--- src/rtl/bip_acs_pkg.sv ---
package bip_acs_pkg;
   localparam int NSTATE = 4;
   localparam int CORRW  = 3;

   // predecessor of next state nxt when its old low bit is x
   function automatic int pred_of(input int nxt, input int x);
      return ((nxt & 1) << 1) | (x & 1);
   endfunction

   // codeword emitted by a branch leaving state p with input bit u
   function automatic int cw_of(input int p, input int u);
      return (((u ^ (p >> 1) ^ p) & 1) << 1) | ((u ^ p) & 1);
   endfunction

   function automatic logic [CORRW-1:0] corr_lut(input logic [2:0] d);
      case (d)
         3'd0:    return 3'd5;
         3'd1:    return 3'd4;
         3'd2:    return 3'd3;
         3'd3:    return 3'd2;
         3'd4:    return 3'd2;
         3'd5:    return 3'd1;
         3'd6:    return 3'd1;
         default: return 3'd0;
      endcase
   endfunction
endpackage

--- src/rtl/bip_acs_cmp.sv ---
// First loop stage: add branch metrics and compare the two candidates per state.
module bip_acs_cmp
   import bip_acs_pkg::*;
#(
   parameter int SMW = 10,
   parameter int BMW = 8
) (
   input  logic [NSTATE*SMW-1:0]     metric_in,
   input  logic [NSTATE*BMW-1:0]     bm,
   input  logic                      upd,
   output logic [NSTATE*(SMW+2)-1:0] mx,
   output logic [NSTATE*3-1:0]       idx
);
   localparam int WW = SMW + 2;

   generate
      for (genvar n = 0; n < NSTATE; n++) begin : g_st
         localparam int P0 = pred_of(n, 0);
         localparam int P1 = pred_of(n, 1);
         localparam int U  = n >> 1;
         localparam int C0 = cw_of(P0, U);
         localparam int C1 = cw_of(P1, U);
         logic signed [WW-1:0] cand_a, cand_b, diff, mag, own, best;
         logic [2:0]           dsat;

         always_comb begin
            cand_a = {{2{metric_in[P0*SMW+SMW-1]}}, metric_in[P0*SMW +: SMW]}
                   + {{(WW-BMW){1'b0}}, bm[C0*BMW +: BMW]};
            cand_b = {{2{metric_in[P1*SMW+SMW-1]}}, metric_in[P1*SMW +: SMW]}
                   + {{(WW-BMW){1'b0}}, bm[C1*BMW +: BMW]};
            own    = {{2{metric_in[n*SMW+SMW-1]}}, metric_in[n*SMW +: SMW]};
            diff   = cand_a - cand_b;
            mag    = diff[WW-1] ? -diff : diff;
            if (!upd) begin
               best = own;
               dsat = 3'd7;
            end else begin
               best = diff[WW-1] ? cand_b : cand_a;
               dsat = (mag > 7) ? 3'd7 : mag[2:0];
            end
         end

         assign mx[n*WW +: WW] = best;
         assign idx[n*3 +: 3]  = dsat;
      end
   endgenerate
endmodule

--- src/rtl/bip_acs_norm.sv ---
// Second loop stage: correction, normalization against state 0, saturation.
module bip_acs_norm
   import bip_acs_pkg::*;
#(
   parameter int SMW = 10
) (
   input  logic [NSTATE*(SMW+2)-1:0] mx,
   input  logic [NSTATE*3-1:0]       idx,
   output logic [NSTATE*SMW-1:0]     metric_out
);
   localparam int WW   = SMW + 2;
   localparam int MAXV = 2**(SMW-1) - 1;
   localparam int MINV = -(2**(SMW-1));
   localparam logic [SMW-1:0] SAT_HI = {1'b0, {(SMW-1){1'b1}}};
   localparam logic [SMW-1:0] SAT_LO = {1'b1, {(SMW-1){1'b0}}};

   logic signed [WW-1:0] corr_v [NSTATE];

   generate
      for (genvar n = 0; n < NSTATE; n++) begin : g_st
         logic signed [WW-1:0] rel;
         assign corr_v[n] = mx[n*WW +: WW] + {{(WW-CORRW){1'b0}}, corr_lut(idx[n*3 +: 3])};
         assign rel       = corr_v[n] - corr_v[0];
         always_comb begin
            if (rel > MAXV)      metric_out[n*SMW +: SMW] = SAT_HI;
            else if (rel < MINV) metric_out[n*SMW +: SMW] = SAT_LO;
            else                 metric_out[n*SMW +: SMW] = rel[SMW-1:0];
         end
      end
   endgenerate
endmodule

--- src/rtl/bip_acs_delay.sv ---
// Plain register delay line closing the recursion loop.
module bip_acs_delay #(
   parameter int W     = 40,
   parameter int DEPTH = 2
) (
   input  logic         clk,
   input  logic         rst_n,
   input  logic [W-1:0] d,
   output logic [W-1:0] q
);
   logic [W-1:0] sr [DEPTH];

   always_ff @(posedge clk) begin
      if (!rst_n) begin
         for (int i = 0; i < DEPTH; i++) sr[i] <= '0;
      end else begin
         sr[0] <= d;
         for (int i = 1; i < DEPTH; i++) sr[i] <= sr[i-1];
      end
   end

   assign q = sr[DEPTH-1];
endmodule

--- src/rtl/bip_acs_fwd.sv ---
module bip_acs_fwd
   import bip_acs_pkg::*;
#(
   parameter int NSUB = 4,
   parameter int SMW  = 10,
   parameter int BMW  = 8,
   localparam int SUBW = (NSUB > 1) ? $clog2(NSUB) : 1
) (
   input  logic                  clk,
   input  logic                  rst_n,
   input  logic                  in_valid,
   input  logic [SUBW-1:0]       in_sub,
   input  logic                  in_start,
   input  logic                  in_known,
   input  logic                  in_warm,
   input  logic [NSTATE*BMW-1:0] in_bm,
   output logic                  out_valid,
   output logic [SUBW-1:0]       out_sub,
   output logic [NSTATE*SMW-1:0] out_metric
);
   localparam int WW  = SMW + 2;
   localparam int DLY = NSUB - 2;
   localparam int MW  = NSTATE * SMW;
   localparam logic [SMW-1:0] NEG_MOST = {1'b1, {(SMW-1){1'b0}}};

   generate
      if (NSUB < 2) begin : g_bad_nsub
         $error("bip_acs_fwd: NSUB must be at least 2 to fill the two ACS stages");
      end
      if (BMW >= WW) begin : g_bad_bmw
         $error("bip_acs_fwd: BMW must be narrower than SMW+2");
      end
      if (SMW < 4) begin : g_bad_smw
         $error("bip_acs_fwd: SMW too small for the correction range");
      end
   endgenerate

   // rotation slot owned by the current cycle
   logic [SUBW-1:0] slot_q;
   always_ff @(posedge clk) begin
      if (!rst_n)                          slot_q <= '0;
      else if (slot_q == SUBW'(NSUB - 1))  slot_q <= '0;
      else                                 slot_q <= slot_q + 1'b1;
   end

   logic [MW-1:0] ring_tail, init_vec, base_vec;
   assign init_vec = in_known ? {{(NSTATE-1){NEG_MOST}}, {SMW{1'b0}}} : '0;
   assign base_vec = (in_valid && in_start) ? init_vec : ring_tail;

   // stage 1
   logic [NSTATE*WW-1:0] cmp_mx, s1_mx;
   logic [NSTATE*3-1:0]  cmp_idx, s1_idx;
   logic                 s1_vld;
   logic [SUBW-1:0]      s1_sub;

   bip_acs_cmp #(.SMW(SMW), .BMW(BMW)) u_cmp (
      .metric_in (base_vec),
      .bm        (in_bm),
      .upd       (in_valid),
      .mx        (cmp_mx),
      .idx       (cmp_idx)
   );

   always_ff @(posedge clk) begin
      if (!rst_n) begin
         s1_mx  <= '0;
         s1_idx <= '1;
         s1_vld <= 1'b0;
         s1_sub <= '0;
      end else begin
         s1_mx  <= cmp_mx;
         s1_idx <= cmp_idx;
         s1_vld <= in_valid && !in_warm;
         s1_sub <= in_sub;
      end
   end

   // stage 2
   logic [MW-1:0]   nrm_m, s2_m;
   logic            s2_vld;
   logic [SUBW-1:0] s2_sub;

   bip_acs_norm #(.SMW(SMW)) u_norm (
      .mx         (s1_mx),
      .idx        (s1_idx),
      .metric_out (nrm_m)
   );

   always_ff @(posedge clk) begin
      if (!rst_n) begin
         s2_m   <= '0;
         s2_vld <= 1'b0;
         s2_sub <= '0;
      end else begin
         s2_m   <= nrm_m;
         s2_vld <= s1_vld;
         s2_sub <= s1_sub;
      end
   end

   // remaining loop stages
   generate
      if (DLY == 0) begin : g_loop_short
         assign ring_tail = s2_m;
      end else begin : g_loop_long
         bip_acs_delay #(.W(MW), .DEPTH(DLY)) u_dly (
            .clk   (clk),
            .rst_n (rst_n),
            .d     (s2_m),
            .q     (ring_tail)
         );
      end
   endgenerate

   assign out_valid  = s2_vld;
   assign out_sub    = s2_sub;
   assign out_metric = s2_m;

   // sections must arrive in their rotation slot
   p_tag_rotation_r6: assert property (@(posedge clk) disable iff (!rst_n)
      in_valid |-> (in_sub == slot_q));

   // idle slot reports nothing two edges later
   p_idle_quiet_r7: assert property (@(posedge clk) disable iff (!rst_n)
      !in_valid |-> ##2 !out_valid);

   // warm-up sections are never reported
   p_warm_quiet_r8: assert property (@(posedge clk) disable iff (!rst_n)
      (in_valid && in_warm) |-> ##2 !out_valid);

   // reported sections appear after the following edge with their tag
   p_latency_r9: assert property (@(posedge clk) disable iff (!rst_n)
      (in_valid && !in_warm) |-> ##2 (out_valid && out_sub == $past(in_sub, 2)));
endmodule

--- config.mk ---
export PLATFORM = sky130hd
export DESIGN_NAME = bip_acs_fwd
export DESIGN_NICKNAME = d
export VERILOG_FILES = /design/src/rtl/bip_acs_pkg.sv /design/src/rtl/bip_acs_cmp.sv /design/src/rtl/bip_acs_norm.sv /design/src/rtl/bip_acs_delay.sv /design/src/rtl/bip_acs_fwd.sv
export SDC_FILE = /design/constraint.sdc
export NUM_CORES = 1
export LEC_CHECK = 0
export ABC_AREA = 1
export CAP_MARGIN = 10
export CORE_MARGIN = 2
export CORE_UTILIZATION = 30
export DETAILED_ROUTE_END_ITERATION = 10
export PLACE_DENSITY_LB_ADDON = 0.25
export SETUP_SLACK_MARGIN = 0.15
export SYNTH_ARGS = -nofsm -noshare
export SYNTH_HDL_FRONTEND = slang
export SYNTH_HIERARCHICAL = 1
export SYNTH_SLANG_ARGS = --single-unit
--- constraint.sdc ---
create_clock -name clk -period 4.3 [get_ports clk]
set_clock_uncertainty 0.1 [all_clocks]
set_input_delay 0.86 -clock clk [delete_from_list [all_inputs] [get_ports clk]]
set_output_delay 0.86 -clock clk [all_outputs]
set_load 0.02 [all_outputs]
==> flow_summary.ini <==
[cts]
cts_tree = done
clock_sinks = 186
max-clock-path-buffers = 2
clockRootBuffer = clkbuf_16
cts_inserted_buffers = 17
clock_latency_ns = 0.45
htree_levels = 4
cts_hold_buf = 0
clk_pin_slew_worst_paths_ns = 0.08

[worst_setup_path]
cp_slowest_stage_delay_ns = 0.38
crit_type = in -> reg
slowest_stage = fa_2
crit_path_end_kind = register
cpMostUsedCell = nand2_2
cp.required_ns = 4.54
worstPathMaxFanout = 7
startpoint_type = input pin
arrival_ns = 4.43
r2r.worst_path.cells = 25

[logic_synthesis]
ys_seq_area_share_pct = 20.9
synth_area_mm2 = 0.0178
netlist_instances = 2958
synth_cell_types = 55
yosys_warnings = 6
syn_avg_cell_area_um2 = 6.03
ys_seq_elements = 186

[timing]
setup_slack_ns = 0.115
clock.fmax_mhz = 239
rsz0062_at_grt = true
slew_violations = 0
hold_viol_final = 0
setup_violations = 0
tns_ns = 0
final.min_clock_period_ns = 4.19
finalCritPeriodShare_pct = 97.3
worstMarginPinSlew_ns = 0.731
relSlewSlack_pct = 51.3

[floorplan]
die_area_mm2 = 0.0614
die_width_um = 248
rows = 89
chipHeight_um = 248
initial_core_util_pct = 30.3
ioPinCount = 83
core_area_mm2 = 0.0589

[finish]
drive_above_1_share_pct = 29.6
fin_area_mm2 = 0.0258
layout.nets = 3725
fin_cells = 4313
final_cell_mix = 967 x nand2_1, 519 x buf_4, 501 x inv_1, 190 x nor2_1, 183 x dfxtp_1
layout_commonest_cell = nand2_1
area_delta_synth_final_pct = 44.9

[global_route]
grt_pass1_wl_um = 88900
grt.overflow.total = 0
grt_pass1_vias = 17700
grt_antenna_before_repair = 2
grt_usage_pct = 18.4
grt_max_degree = 81

[route]
ant_nets = 0
wire_per_inst_um = 13.5
drt_iter0_drc = 1020
via_per_inst = 4.41
drcViolationCount = 0
dr.pass1.iters = 6
vias = 19000
postRouteWirelength_um = 58100

[outcome]
outcome = complete, no violations

[flow_run]
max_cap_violations = 0

[place]
port_buffers = 82
dp_slack_ns = -0.998
dp_hpwl_um = 46600
place_area_mm2 = 0.0228
gp_congestion = 0.902
dpl.cell_count = 4213

[worst_hold_path]
worstHoldPathCells = 2
worstHoldPathType = reg -> reg

[power_and_ir_drop]
leakage_uw = 0.0144
irDropWorstVdd_uv = 452
p_per_area_mw_per_mm2 = 494
path summary, 6_finish.rpt:
path	endpoint	slack, ns	startpoint
max reg2reg	out_metric[27]	0.40	s1_idx[0]
min reg2reg	g_loop_long.u_dly/sr[0][71]	0.31	g_loop_long.u_dly/sr[0][31]
max	s1_idx[1]	0.11	in_valid
min	g_loop_long.u_dly/sr[0][71]	0.31	g_loop_long.u_dly/sr[0][31]
registers in the layout (all words and copies together) (netlist names):
name and count:
g_loop_long.u_dly/sr 80, out_metric 40, out_sub 2, out_valid 1, s1_idx 12, s1_mx 48
s1_sub 2, s1_vld 1
cells by family after synthesis:
kind of cell	after synthesis	share of synthesized area, %
and+or+nand+nor	1635	38.8
buffers and inverters	646	15.8
AOI/OAI and AO/OA	236	7.85
DFF	186	20.9
adders and majority gates	159	12.0
xor gates and xnor gates	95	4.71
other	1	0.0210
synthesized netlist by cell type, drive strengths merged:
cell type  instances  area share (%)
conb               1           0.021
dfxtp            186              21
o21ai             97             2.9
clkinv             2           0.042
and2               4            0.16
fa                19             2.1
nand2           1106              24
o21bai            10            0.44
nand3b             9            0.38
xor2              65             3.2
clkbuf             9            0.19
a22oi              2            0.11
nand3            228             7.2
o21a               6            0.25
a211oi             4            0.17
ha               140             9.8
nand4             35             1.3
xnor2             30             1.5
buf               94             4.2
a21oi             93             3.0
or2                7            0.25
nor2             237             5.1
o22ai              3            0.11
nor3b              2           0.084
inv              541              11
a21boi             1           0.042
a21o               5            0.21
o211ai            11            0.49
nor3               7            0.20
a31oi              4            0.14
critical path, delay by kind of cell:
kind | cells | cell delay [ns]
adder cells (fa/ha/maj) | 3 | 0.75
XOR/XNOR | 1 | 0.20
buffers and inverters | 7 | 0.58
AO/OA/AOI/OAI | 2 | 0.33
AND/OR/NAND/NOR | 17 | 1.70
metrics by stage:
stage          power, uW  utilization, %  hold slack (ns)
3_3_place_gp        9640            38.7            0.294
3_5_place_dp        9630            38.7            0.297
4_1_cts            11600            40.5            0.312
5_1_grt            13900            43.9            0.332
6_report           12800            43.9            0.310
2_1_floorplan       6980               -            0.286
where the power goes:
| group | internal [uW] | switching [uW] |
|---|---|---|
| clock network | 857 | 789 |
| logic | 3890 | 5040 |
| registers | 2030 | 141 |
| total | 6790 | 5970 |
per-layer routing:
metal / vias up / wire length, um / GRT usage, %
li1: 10200 / - / -
met1: 8523 / 26300 / 22.8
met2: 246 / 28300 / 32.5
met3: 66 / 1640 / 2.18
met4: 0 / 1920 / 6.57
met5: - / 0 / 0
timing repair:
item	CTS	global route
resized for setup	64	394
gates cloned	1	8
setup endpoints to repair	61	89
pin swaps	32	159
setup buffers	21	37
cell type report:
class / instances / area (um^2)
clock buffer: 18 / 439
timing repair inverter: 1 / 16.3
tap: 773 / 967
sequential: 186 / 3730
inverter: 543 / 2060
antenna: 1 / 2.50
fill: 6166 / 33100
clock inverter: 14 / 191
multi-input combinational: 2141 / 13200
timing repair buffer: 636 / 5230
(Power assumes the default switching activity.)
